==> src/rtl/i2cp_pkg.sv <==
package i2cp_pkg;

  typedef enum logic [2:0] {
    ST_IDLE,
    ST_ADDR,
    ST_ADDR_ACK,
    ST_WR,
    ST_WR_ACK,
    ST_RD,
    ST_RD_ACK,
    ST_SKIP
  } bus_state_e;

endpackage

==> src/rtl/i2cp_filter.sv <==
module i2cp_filter #(
  parameter int FILT_LEN = 3
) (
  input  logic clk,
  input  logic rst_n,
  input  logic raw,
  output logic q
);
  localparam int CW = $clog2(FILT_LEN + 1);

  logic          s1, s2, q_r, q_n;
  logic [CW-1:0] cnt, cnt_n;

  always_comb begin
    cnt_n = cnt;
    q_n   = q_r;
    if (s2 == q_r) begin
      cnt_n = '0;
    end else if (cnt == CW'(FILT_LEN - 1)) begin
      q_n   = s2;
      cnt_n = '0;
    end else begin
      cnt_n = cnt + 1'b1;
    end
  end

  always_ff @(posedge clk or negedge rst_n) begin
    if (!rst_n) begin
      s1  <= 1'b1;
      s2  <= 1'b1;
      q_r <= 1'b1;
      cnt <= '0;
    end else begin
      s1  <= raw;
      s2  <= s1;
      q_r <= q_n;
      cnt <= cnt_n;
    end
  end

  assign q = q_r;

  // the filtered level only moves to a value the synchronizer had settled on
  assert_filter_settle_R1: assert property (@(posedge clk) disable iff (!rst_n)
    (q_r != $past(q_r)) |-> ($past(s2) == q_r));

endmodule

==> src/rtl/i2cp_cond.sv <==
module i2cp_cond (
  input  logic clk,
  input  logic rst_n,
  input  logic scl_f,
  input  logic sda_f,
  output logic scl_rise,
  output logic scl_fall,
  output logic start_det,
  output logic stop_det
);
  logic scl_d, sda_d;

  always_ff @(posedge clk or negedge rst_n) begin
    if (!rst_n) begin
      scl_d <= 1'b1;
      sda_d <= 1'b1;
    end else begin
      scl_d <= scl_f;
      sda_d <= sda_f;
    end
  end

  assign scl_rise  = scl_f & ~scl_d;
  assign scl_fall  = ~scl_f & scl_d;
  assign start_det = scl_f & scl_d & sda_d & ~sda_f;
  assign stop_det  = scl_f & scl_d & ~sda_d & sda_f;

endmodule

==> src/rtl/i2cp_engine.sv <==
module i2cp_engine
  import i2cp_pkg::*;
#(
  parameter logic [6:0] DEV_ADDR = 7'h34
) (
  input  logic       clk,
  input  logic       rst_n,
  input  logic       scl_f,
  input  logic       sda_f,
  input  logic       scl_rise,
  input  logic       scl_fall,
  input  logic       start_det,
  input  logic       stop_det,
  input  logic [7:0] status_in,
  output logic       sda_oe,
  output logic       pair_we,
  output logic [7:0] pair_addr,
  output logic [7:0] pair_data
);
  bus_state_e state, state_n;
  logic [3:0] cnt, cnt_n;
  logic [7:0] sr, sr_n;
  logic [7:0] idx, idx_n;
  logic       phase, phase_n;
  logic       rd, rd_n;
  logic       oe, oe_n;

  always_comb begin
    state_n = state;
    cnt_n   = cnt;
    sr_n    = sr;
    idx_n   = idx;
    phase_n = phase;
    rd_n    = rd;
    oe_n    = oe;
    pair_we = 1'b0;
    if (stop_det) begin
      state_n = ST_IDLE;
      oe_n    = 1'b0;
    end else if (start_det) begin
      state_n = ST_ADDR;
      cnt_n   = 4'd0;
      oe_n    = 1'b0;
    end else begin
      case (state)
        ST_ADDR: begin
          if (scl_rise) begin
            sr_n  = {sr[6:0], sda_f};
            cnt_n = cnt + 4'd1;
          end else if (scl_fall && cnt == 4'd8) begin
            if (sr[7:1] == DEV_ADDR) begin
              state_n = ST_ADDR_ACK;
              oe_n    = 1'b1;
              rd_n    = sr[0];
            end else begin
              state_n = ST_SKIP;
            end
          end
        end
        ST_ADDR_ACK: begin
          if (scl_fall) begin
            cnt_n = 4'd0;
            if (rd) begin
              state_n = ST_RD;
              sr_n    = status_in;
              oe_n    = ~status_in[7];
            end else begin
              state_n = ST_WR;
              oe_n    = 1'b0;
              phase_n = 1'b0;
            end
          end
        end
        ST_WR: begin
          if (scl_rise) begin
            sr_n  = {sr[6:0], sda_f};
            cnt_n = cnt + 4'd1;
          end else if (scl_fall && cnt == 4'd8) begin
            state_n = ST_WR_ACK;
            oe_n    = 1'b1;
            phase_n = ~phase;
            if (!phase) idx_n = sr;
            else        pair_we = 1'b1;
          end
        end
        ST_WR_ACK: begin
          if (scl_fall) begin
            state_n = ST_WR;
            oe_n    = 1'b0;
            cnt_n   = 4'd0;
          end
        end
        ST_RD: begin
          if (scl_rise) begin
            cnt_n = cnt + 4'd1;
          end else if (scl_fall) begin
            if (cnt == 4'd8) begin
              state_n = ST_RD_ACK;
              oe_n    = 1'b0;
            end else begin
              sr_n = {sr[6:0], 1'b0};
              oe_n = ~sr[6];
            end
          end
        end
        ST_RD_ACK: begin
          if (scl_rise && sda_f) begin
            state_n = ST_SKIP;
          end else if (scl_fall) begin
            state_n = ST_RD;
            sr_n    = status_in;
            oe_n    = ~status_in[7];
            cnt_n   = 4'd0;
          end
        end
        default: ;
      endcase
    end
  end

  always_ff @(posedge clk or negedge rst_n) begin
    if (!rst_n) begin
      state <= ST_IDLE;
      cnt   <= 4'd0;
      sr    <= 8'd0;
      idx   <= 8'd0;
      phase <= 1'b0;
      rd    <= 1'b0;
      oe    <= 1'b0;
    end else begin
      state <= state_n;
      cnt   <= cnt_n;
      sr    <= sr_n;
      idx   <= idx_n;
      phase <= phase_n;
      rd    <= rd_n;
      oe    <= oe_n;
    end
  end

  assign sda_oe    = oe;
  assign pair_addr = idx;
  assign pair_data = sr;

  // a byte never holds more than eight bits plus the acknowledge slot
  assert_bitcnt_range_R3: assert property (@(posedge clk) disable iff (!rst_n)
    cnt <= 4'd8);

  // the drive does not move while SCL stays high, except after a bus condition
  assert_ack_stable_R4: assert property (@(posedge clk) disable iff (!rst_n)
    (scl_f && $past(scl_f) && !$past(start_det) && !$past(stop_det)) |-> (oe == $past(oe)));

  // an ignored transfer never drives SDA
  assert_skip_quiet_R9: assert property (@(posedge clk) disable iff (!rst_n)
    (state == ST_SKIP) |-> !oe);

endmodule

==> src/rtl/i2cp_regbank.sv <==
module i2cp_regbank #(
  parameter int NREG = 8
) (
  input  logic                 clk,
  input  logic                 rst_n,
  input  logic                 pair_we,
  input  logic [7:0]           pair_addr,
  input  logic [7:0]           pair_data,
  input  logic                 stop_det,
  output logic [NREG-1:0][7:0] reg_q,
  output logic                 commit_stb
);
  localparam int         AW     = (NREG > 1) ? $clog2(NREG) : 1;
  localparam logic [8:0] NREG_W = 9'(NREG);

  logic                 in_range;
  logic [NREG-1:0]      pend, pend_n;
  logic [NREG-1:0][7:0] shadow, shadow_n, reg_n;
  logic                 stb_n;

  assign in_range = ({1'b0, pair_addr} < NREG_W);

  for (genvar i = 0; i < NREG; i++) begin : g_reg
    logic hit;
    assign hit = pair_we && in_range && (pair_addr[AW-1:0] == AW'(i));

    always_comb begin
      shadow_n[i] = shadow[i];
      pend_n[i]   = pend[i];
      reg_n[i]    = reg_q[i];
      if (stop_det) begin
        pend_n[i] = 1'b0;
        if (pend[i]) reg_n[i] = shadow[i];
      end else if (hit) begin
        shadow_n[i] = pair_data;
        pend_n[i]   = 1'b1;
      end
    end
  end

  assign stb_n = stop_det && (|pend);

  always_ff @(posedge clk or negedge rst_n) begin
    if (!rst_n) begin
      pend       <= '0;
      shadow     <= '0;
      reg_q      <= '0;
      commit_stb <= 1'b0;
    end else begin
      pend       <= pend_n;
      shadow     <= shadow_n;
      reg_q      <= reg_n;
      commit_stb <= stb_n;
    end
  end

  // a commit pulse only follows a STOP
  assert_commit_at_stop_R6: assert property (@(posedge clk) disable iff (!rst_n)
    commit_stb |-> $past(stop_det));

  // register outputs move only together with the commit pulse
  assert_regs_hold_R6: assert property (@(posedge clk) disable iff (!rst_n)
    (reg_q != $past(reg_q)) |-> commit_stb);

  // an out-of-range pair leaves the pending set untouched
  assert_range_ignore_R7: assert property (@(posedge clk) disable iff (!rst_n)
    (pair_we && !in_range && !stop_det) |=> (pend == $past(pend)));

endmodule

==> src/rtl/i2c_pair_slave.sv <==
module i2c_pair_slave #(
  parameter logic [6:0] DEV_ADDR = 7'h34,
  parameter int         NREG     = 8,
  parameter int         FILT_LEN = 3
) (
  input  logic              clk,
  input  logic              rst_n,
  input  logic              scl_i,
  input  logic              sda_i,
  input  logic [7:0]        status_i,
  output logic              sda_oe,
  output logic [NREG*8-1:0] regs_o,
  output logic              commit_o
);
  logic [1:0] rst_pipe;
  logic       rst_int_n;

  always_ff @(posedge clk or negedge rst_n) begin
    if (!rst_n) rst_pipe <= 2'b00;
    else        rst_pipe <= {rst_pipe[0], 1'b1};
  end
  assign rst_int_n = rst_pipe[1];

  logic [1:0] raw, filt;
  assign raw = {sda_i, scl_i};

  for (genvar g = 0; g < 2; g++) begin : g_line
    i2cp_filter #(.FILT_LEN(FILT_LEN)) u_filt (
      .clk  (clk),
      .rst_n(rst_int_n),
      .raw  (raw[g]),
      .q    (filt[g])
    );
  end

  logic scl_rise, scl_fall, start_det, stop_det;

  i2cp_cond u_cond (
    .clk      (clk),
    .rst_n    (rst_int_n),
    .scl_f    (filt[0]),
    .sda_f    (filt[1]),
    .scl_rise (scl_rise),
    .scl_fall (scl_fall),
    .start_det(start_det),
    .stop_det (stop_det)
  );

  logic       pair_we;
  logic [7:0] pair_addr, pair_data;

  i2cp_engine #(.DEV_ADDR(DEV_ADDR)) u_eng (
    .clk      (clk),
    .rst_n    (rst_int_n),
    .scl_f    (filt[0]),
    .sda_f    (filt[1]),
    .scl_rise (scl_rise),
    .scl_fall (scl_fall),
    .start_det(start_det),
    .stop_det (stop_det),
    .status_in(status_i),
    .sda_oe   (sda_oe),
    .pair_we  (pair_we),
    .pair_addr(pair_addr),
    .pair_data(pair_data)
  );

  logic [NREG-1:0][7:0] reg_q;

  i2cp_regbank #(.NREG(NREG)) u_bank (
    .clk       (clk),
    .rst_n     (rst_int_n),
    .pair_we   (pair_we),
    .pair_addr (pair_addr),
    .pair_data (pair_data),
    .stop_det  (stop_det),
    .reg_q     (reg_q),
    .commit_stb(commit_o)
  );

  assign regs_o = reg_q;

endmodule

==> config.mk <==
export PLATFORM = sky130hd
export DESIGN_NAME = i2c_pair_slave
export DESIGN_NICKNAME = d
export VERILOG_FILES = /design/src/rtl/i2cp_pkg.sv /design/src/rtl/i2cp_filter.sv /design/src/rtl/i2cp_cond.sv /design/src/rtl/i2cp_engine.sv /design/src/rtl/i2cp_regbank.sv /design/src/rtl/i2c_pair_slave.sv
export SDC_FILE = /design/constraint.sdc
export NUM_CORES = 1
export LEC_CHECK = 0
export ABC_AREA = 1
export CORE_AREA = 2 2 112 141
export CTS_CLUSTER_DIAMETER = 60
export DETAILED_ROUTE_END_ITERATION = 8
export DIE_AREA = 0 0 114 143
export MAX_ROUTING_LAYER = met4
export PLACE_DENSITY = 0.75
export SYNTH_ARGS = -nofsm -noshare
export SYNTH_HDL_FRONTEND = slang
export SYNTH_HIERARCHICAL = 1
export SYNTH_SLANG_ARGS = --single-unit
==> constraint.sdc <==
create_clock -name clk -period 6.35 [get_ports clk]
set_clock_uncertainty 0.1 [all_clocks]
set_input_delay 0.635 -clock clk [delete_from_list [all_inputs] [get_ports clk]]
set_output_delay 0.635 -clock clk [all_outputs]
set_load 0.05 [all_outputs]
==> metrics.md, run 1 <==
| Metric | Value |
|---|---|
| Run status | complete, no violations |
| Port Buffers | a little under 80 |
| Leak | roughly 4.5 nW |
| Final worst-path cycle share | 0.576 |
| Via/cell ratio | about 5.2 |
| Number of CTS-inserted buffers | 17 |
| Synth Cell Area | between 0.008 and 0.009 sq mm |
| Setup bufs post-CTS | 0 |
| Vias | a little under 6k |
| Initial antenna violation count | 0 |
| CTS tree | done |
| Initial Util | 0.545 |
| Fmax | about 0.27 GHz |
| Global route total overflow | 0 |
| Power density cells | roughly 340 mW/mm^2 |
| Distinct cells, synth | 40 |
| Clk slew on worst S/H paths | roughly 0.060 ns |
| Sequential share of power | 0.439 |
| Critical Setup Path Class | reg -> reg |
| Post-Synthesis Cells | between 800 and 900 |
| Clock network power share | 0.305 |
| Most Used Layer, Global Route | met2 |
| Yosys reg bits | around 180 |
| Antenna diode count | 0 |
| Internal Power | between 2 and 2.5 mW |
| Die width | between 100 and 150 um |
| NumNets Final | approximately 970 |
| Max Cap Violations | 0 |
| Final setup vio count | 0 |
| RePlAce Congestion | between 0.9 and 1 |
| Vias in the first global route | between 5k and 6k |
| Skew-Pair Late Insertion Delay | approximately 0.43 ns |
| Area Growth Syn to Fin | 17.0% |
| Arr. time, crit path | 3.92 ns |
| CP endpoint kind | flop |
| Cts hold-fix bufs | 0 |
| Least-Margin Pin Slew | approximately 1 ns |
| Sw Pwr | between 1 and 1.5 mW |
| Final hold violations | 0 |
| Fillers | approximately 1.2k |
| RSZ-0062 raised after global routing | false |
| Logic pwr share | 0.255 |
| Wire length per cell | about 14 um |
| Slew Viols, Final | 0 |
| CTS Root Cell | clkbuf_16 |
| Met1 Resource Use GR | 0.284 |
| Grt met3 use | 0.0429 |
| Mean Syn Cell Area | between 9 and 10 sq um |
| Post-Layout Cell Count | between 1k and 1.5k |
| DR iter-0 viols | approximately 490 |
| Net Sw Frac | 0.358 |
| Routed wire length | around 17000 um |
| CORE AREA | roughly 0.015 sq mm |
| Total GRT Usage | 0.228 |
| CTS H-tree depth | 4 |
| DRC | 0 |
| WP data required | between 6 and 7 ns |
| Hpwl dp | roughly 11000 um |
| Cell row count | 50 |
| DIE HEIGHT | around 140 um |
| Minimum clock period | ~3.7 ns |
| CP Max Fanout | 61 |
| Post-route ant nets | 0 |
| Startpoint types | flop |
| Pre-antenna DRT Iters | 4 |
| Post-cts gate resize count | 0 |
| Share of cells above drive strength 1 | 0.136 |
| Io pins | 78 |
| GR Util met2 | 0.375 |
| Largest net degree at the start of global routing | 79 |
| Clk buf depth | 2 |
| Placed insts | ~1.1k |
| Slew headroom | 0.349 |
| First-pass GRT wire length | roughly 28000 um |
| Sequential-to-total area share from yosys stat | 0.548 |
| Ys Warns | 6 |
| VDD IR-drop max | 258 uV |
| Syn_nets | around 900 |
| Die area | 0.0163 sq mm |
| Setup Total Neg Slack | 0 ns |
| Clk sinks | between 150 and 200 |
| HP Class | reg -> reg |
## worst paths after layout
check                      depth (start not counted)  slack (ns)             endpoint           startpoint
max                                               14        2.69    u_bank/shadow[31]         u_cond/sda_d
min                                                0        0.25  g_line[0].u_filt/s2  g_line[0].u_filt/s1
max reg2reg                                       14        2.69    u_bank/shadow[31]         u_cond/sda_d
min reg2reg                                        0        0.25  g_line[0].u_filt/s2  g_line[0].u_filt/s1
max in group asynchronous                          1        4.37   u_eng/pair_data[5]          rst_pipe[1]
min in group asynchronous                          1        0.26          rst_pipe[0]                rst_n
## cell usage in the layout, fill, tap and decap left out, types with 5 or more instances in the layout
| cell | n |
|---|---|
| nand2_1 | 296 |
| dfrtp_1 | 168 |
| inv_1 | 97 |
| clkdlybuf4s50_1 | 77 |
| o21ai_0 | 56 |
| o21bai_1 | 49 |
| nor2_1 | 23 |
| nand2_2 | 22 |
| nand4_1 | 21 |
| nand3_1 | 20 |
| clkbuf_16 | 17 |
| mux2_2 | 16 |
| nor2_4 | 13 |
| o21ai_2 | 10 |
| dfstp_2 | 8 |
| nor2_2 | 7 |
| clkbuf_1 | 6 |
| inv_2 | 6 |
| o22ai_1 | 6 |
| nand2_4 | 5 |
## layer usage
metal  vias up  wire length, um
li1       2933                -
met4         0              383
met5         -                0
met2       129             8460
met3        29              618
met1      2856             7110
## area by class of cell
type                       instances  area (sq um)  share of cell area
timing repair buffer              80           793              0.0836
sequential                       177          4440               0.468
tap                              182           228              0.0240
multi-input combinational        572          3060               0.322
clock inverter                     4          50.0             0.00528
inverter                         106           410              0.0433
clock buffer                      27           503              0.0530
## flip-flops by register name, summed over array words and instances (netlist names), 3 cells and up
signal and cells:
u_bank/reg_q 64, u_bank/shadow 64, u_bank/pend 8, u_eng/pair_addr 8
u_eng/pair_data 8, g_line.u_filt/cnt 4, u_eng/cnt 4, u_eng/state 3
## stage by stage
stage | util | instance area [sq um] | power, mW | setup WS [ns] | hold WS, ns
finish | 0.637 | 9490 | 3.20 | 2.69 | 0.254
global route | 0.637 | 9490 | 3.40 | 2.32 | 0.259
CTS | 0.637 | 9490 | 3.23 | 2.71 | 0.250
detailed placement | 0.600 | 8930 | 2.25 | 2.73 | 0.239
floorplan | - | 8110 | 2.07 | 0.967 | 0.231
global placement | 0.600 | 8930 | 2.24 | 2.86 | 0.239
## synth_stat cells (all sizes together)
master | count | area share
mux2i | 1 | 0.0012
o21ai | 70 | 0.048
o22ai | 6 | 0.0046
ha | 2 | 0.0031
buf | 15 | 0.019
o21bai | 49 | 0.045
o2111ai | 1 | 0.0011
nor2 | 45 | 0.039
nand2 | 324 | 0.16
a21oi | 4 | 0.0029
nor3 | 2 | 0.0032
dfrtp | 169 | 0.52
nand4 | 21 | 0.016
mux2 | 16 | 0.022
o211ai | 1 | 0.00093
xnor2 | 1 | 0.0011
and3 | 1 | 0.00077
clkbuf | 14 | 0.0065
nand3 | 26 | 0.023
dfstp | 8 | 0.026
conb | 1 | 0.00046
inv | 106 | 0.051
xor2 | 1 | 0.0011
## logic make-up (layout without fill, tap and decap cells)
family	Yosys count	in the layout	share of synthesized area
DFF	177	177	0.548
xor gates and xnor gates	2	2	0.00216
adders and majority gates	2	2	0.00309
other	1	1	0.000463
AOI/OAI and AO/OA	131	131	0.103
buffers and inverters	135	217	0.0756
muxes	17	17	0.0235
and+or+nand+nor	419	419	0.245
## worst max-delay path, cell delays in order (launching register included)
cell     delay, ns
dfstp_2       0.52
inv_1         0.03
nand2_1       0.06
nor2_2        0.03
buf_4         0.22
nor2_2        0.47
inv_2         0.12
nor3_4        0.27
and3_1        0.21
inv_1         0.05
nor2_2        0.12
nand3_4       0.60
nor2_2        0.56
nand2_1       0.11
nand2_1       0.09
## power groups by stage
stage               combinational (mW)  clock, mW  sequential [mW]
global placement                 0.809          0             1.43
global route                     0.937       1.04             1.43
finish                           0.819      0.978             1.41
detailed placement               0.820          0             1.43
CTS                              0.824      0.998             1.41
floorplan                        0.760          0             1.31
(Power assumes the default switching activity.)
==> inputs of run 2 (changes only) <==
--- a/config.mk
+++ b/config.mk
@@ -6,10 +6,10 @@
 export NUM_CORES = 1
 export LEC_CHECK = 0
 export ABC_AREA = 1
-export CORE_AREA = 2 2 112 141
+export CORE_AREA = 2 2 115 145
 export CTS_CLUSTER_DIAMETER = 60
 export DETAILED_ROUTE_END_ITERATION = 8
-export DIE_AREA = 0 0 114 143
+export DIE_AREA = 0 0 117 147
 export MAX_ROUTING_LAYER = met4
 export PLACE_DENSITY = 0.75
 export SYNTH_ARGS = -nofsm -noshare
==> constraint.sdc (replaced) <==
create_clock -name clk -period 3 [get_ports clk]
set_clock_uncertainty 0.1 [all_clocks]
set_input_delay 0.3 -clock clk [delete_from_list [all_inputs] [get_ports clk]]
set_output_delay 0.3 -clock clk [all_outputs]
set_load 0.05 [all_outputs]
==> run 2 against run 1 <==
  * Non-clock buffer count grew 11
  * Power grew 120%
  * First-iteration DRC count shrank 13%
  * Final cell count grew 3.9%
  * Worst hold slack lost 0.075 ns
  * Worst setup slack lost 2.4 ns
  * Core utilization shrank 3.2 points
  * Register-to-register slack lost 2.4 ns
  * Die area grew 5.5%
  * Sequential power grew 100%
  * Critical endpoint is now u_bank/shadow[19]
==> metrics.md, run 2 (synthesis results as in run 1) <==
| Metric | Value |
|---|---|
| WP data required | ~3.3 ns |
| Critical Setup Path Class | reg -> reg |
| Final hold violations | 0 |
| Net Sw Frac | 0.362 |
| Power density cells | around 720 mW/mm^2 |
| Largest net degree at the start of global routing | around 60 |
| Commonest cells after routing, fill and taps aside | nand2_1, dfrtp_1, inv_1 |
| RSZ-0062 raised after global routing | false |
| Final setup vio count | 0 |
| Post-cts gate resize count | 0 |
| WP buf/inv | 3 |
| CTS H-tree depth | 4 |
| Routed wire length | 16800 um |
| Minimum clock period | approximately 2.7 ns |
| Post-route ant nets | 0 |
| CORE AREA | ~0.016 sq mm |
| Most common cell after layout, fill and taps aside | nand2_1 |
| DRC | 0 |
| Wire length per cell | 14.1 um |
| Hpwl dp | 11500 um |
| CTS Root Cell | clkbuf_16 |
| Vias in the first global route | 5849 |
| CP peak stage delay | between 0.5 and 0.6 ns |
| RePlAce Congestion | slightly below 0.9 |
| Biggest regs | u_bank/reg_q: 64 flops, u_bank/shadow: 64 flops |
| Clock network power share | 0.311 |
| Via/cell ratio | 5.01 |
| Final worst slack | roughly 0.33 ns |
| First-pass GRT wire length | 28100 um |
| Startpoint types | flop |
| Run status | complete, no violations |
| Clk sinks | 177 |
| CP endpoint kind | flop |
| Design area | ~0.0097 sq mm |
| CP max stage cell | dfstp_2 |
| Clk slew on worst S/H paths | about 0.06 ns |
| DP Worst Slack | 0.384 ns |
| Reg area | around 0.0044 sq mm |
| Die area | roughly 0.017 sq mm |
| VDD IR-drop max | roughly 510 uV |
| Skew-Pair Late Insertion Delay | between 0.4 and 0.5 ns |
| Slew headroom | 0.510 |
| Number of CTS-inserted buffers | 17 |
| Pre-antenna DRT Iters | 5 |
| Final worst-path cycle share | 0.889 |
| Port Buffers | 77 |
| Leak | ~4.6 nW |
| Die width | 117 um |
| Share of cells above drive strength 1 | 0.149 |
| Clk buf depth | 2 |
| Max Cap Violations | 0 |
| Placed cell areas | between 0.009 and 0.01 sq mm |
| Internal Power | between 4 and 5 mW |
| Total GRT Usage | 0.216 |
| Vias | roughly 6k |
| CTS tree | done |
| Setup Total Neg Slack | 0 ns |
| CP top delay family | simple AND/OR/NAND/NOR gates |
| Cell row count | 52 |
| HP Class | in -> reg |
| Io pins | 78 |
| Logic pwr share | 0.276 |
| NumNets Final | about 980 |
| Sw Pwr | approximately 2.5 mW |
| DIE HEIGHT | 147 um |
| Slew Viols, Final | 0 |
| Crit-path cells | inv_1 -> nor2_1 -> nand4_1 -> nor3_4 -> and3_1 -> inv_1 -> nor2_2 -> nand3_4 -> buf_4 -> nor2_4 -> nand2_1 -> nand2_1 |
| DR iter-0 viols | ~430 |
| Initial Util | 0.509 |
| Global route total overflow | 0 |
| Area Growth Syn to Fin | 19.0% |
| Fillers | ~1.4k |
| Least-Margin Pin Slew | roughly 0.74 ns |
| CP Max Fanout | 60 |
| Initial antenna violation count | 0 |
| Fmax | 0.375 GHz |
| Multi-input combinational cell area | 0.00306 sq mm |
| Arr. time, crit path | 2.93 ns |
| Antenna diode count | 0 |
| Core Util, Final | 0.605 |
| Sequential share of power | 0.412 |
-- run 2: worst reg2reg max path: cells and delay by family, from the launching register on --
| kind | cells | cell delay [ns] |
|---|---|---|
| buffers and inverters | 3 | 0.45 |
| DFF | 1 | 0.54 |
| and+or+nand+nor | 9 | 1.53 |
-- run 2: routing by layer --
layer / global-route usage / up-vias / routed length [um]
met4: 0.0759 / 0 / 359
met5: - / - / 0
met2: 0.358 / 141 / 8710
met3: 0.0437 / 28 / 652
li1: - / 2949 / -
met1: 0.260 / 2855 / 7110
-- run 2: cell type report --
| type | instances | share of cell area |
|---|---|---|
| well taps | 216 | 0.0280 |
| clock buffers | 19 | 0.0469 |
| repair buffers | 91 | 0.0923 |
| inverters | 106 | 0.0425 |
| clock inverters | 12 | 0.0134 |
| flip-flops and latches | 177 | 0.460 |
| multi-input cells | 572 | 0.317 |
-- run 2: final timing paths --
path                       depth (start not counted)                  end  slack (ns)    startpoint
setup / recovery                                  12    u_bank/shadow[19]        0.33  u_cond/scl_d
hold / removal                                     1  g_line[1].u_filt/s1        0.18         sda_i
setup reg to reg                                  12    u_bank/shadow[19]        0.33  u_cond/scl_d
hold reg to reg                                    0          rst_pipe[1]        0.26   rst_pipe[0]
max in group asynchronous                          1    u_bank/shadow[34]        1.67   rst_pipe[1]
min in group asynchronous                          0   u_eng/pair_data[3]        0.29   rst_pipe[1]
-- run 2: what timing repair did --
item                      in CTS  in global routing
hold endpoints to repair       2                  0
setup buffers                  0                  0
hold buffers                   1                  0
-- run 2: per-stage QoR --
stage / std cells / hold slack, ns / total power, mW
CTS: 1193 / 0.166 / 7.01
detailed placement: 1161 / 0.244 / 4.83
finish: 1193 / 0.179 / 6.98
global route: 1193 / 0.180 / 7.39
floorplan: 884 / -0.0956 / 4.38
global placement: 1161 / 0.232 / 4.80
-- run 2: power groups by stage --
stage	Combinational [mW]	Sequential (mW)	Clock, mW
5_1_grt	2.18	2.90	2.30
6_report	1.93	2.88	2.17
3_3_place_gp	1.89	2.92	0
4_1_cts	1.92	2.87	2.21
2_1_floorplan	1.61	2.77	0
3_5_place_dp	1.91	2.92	0
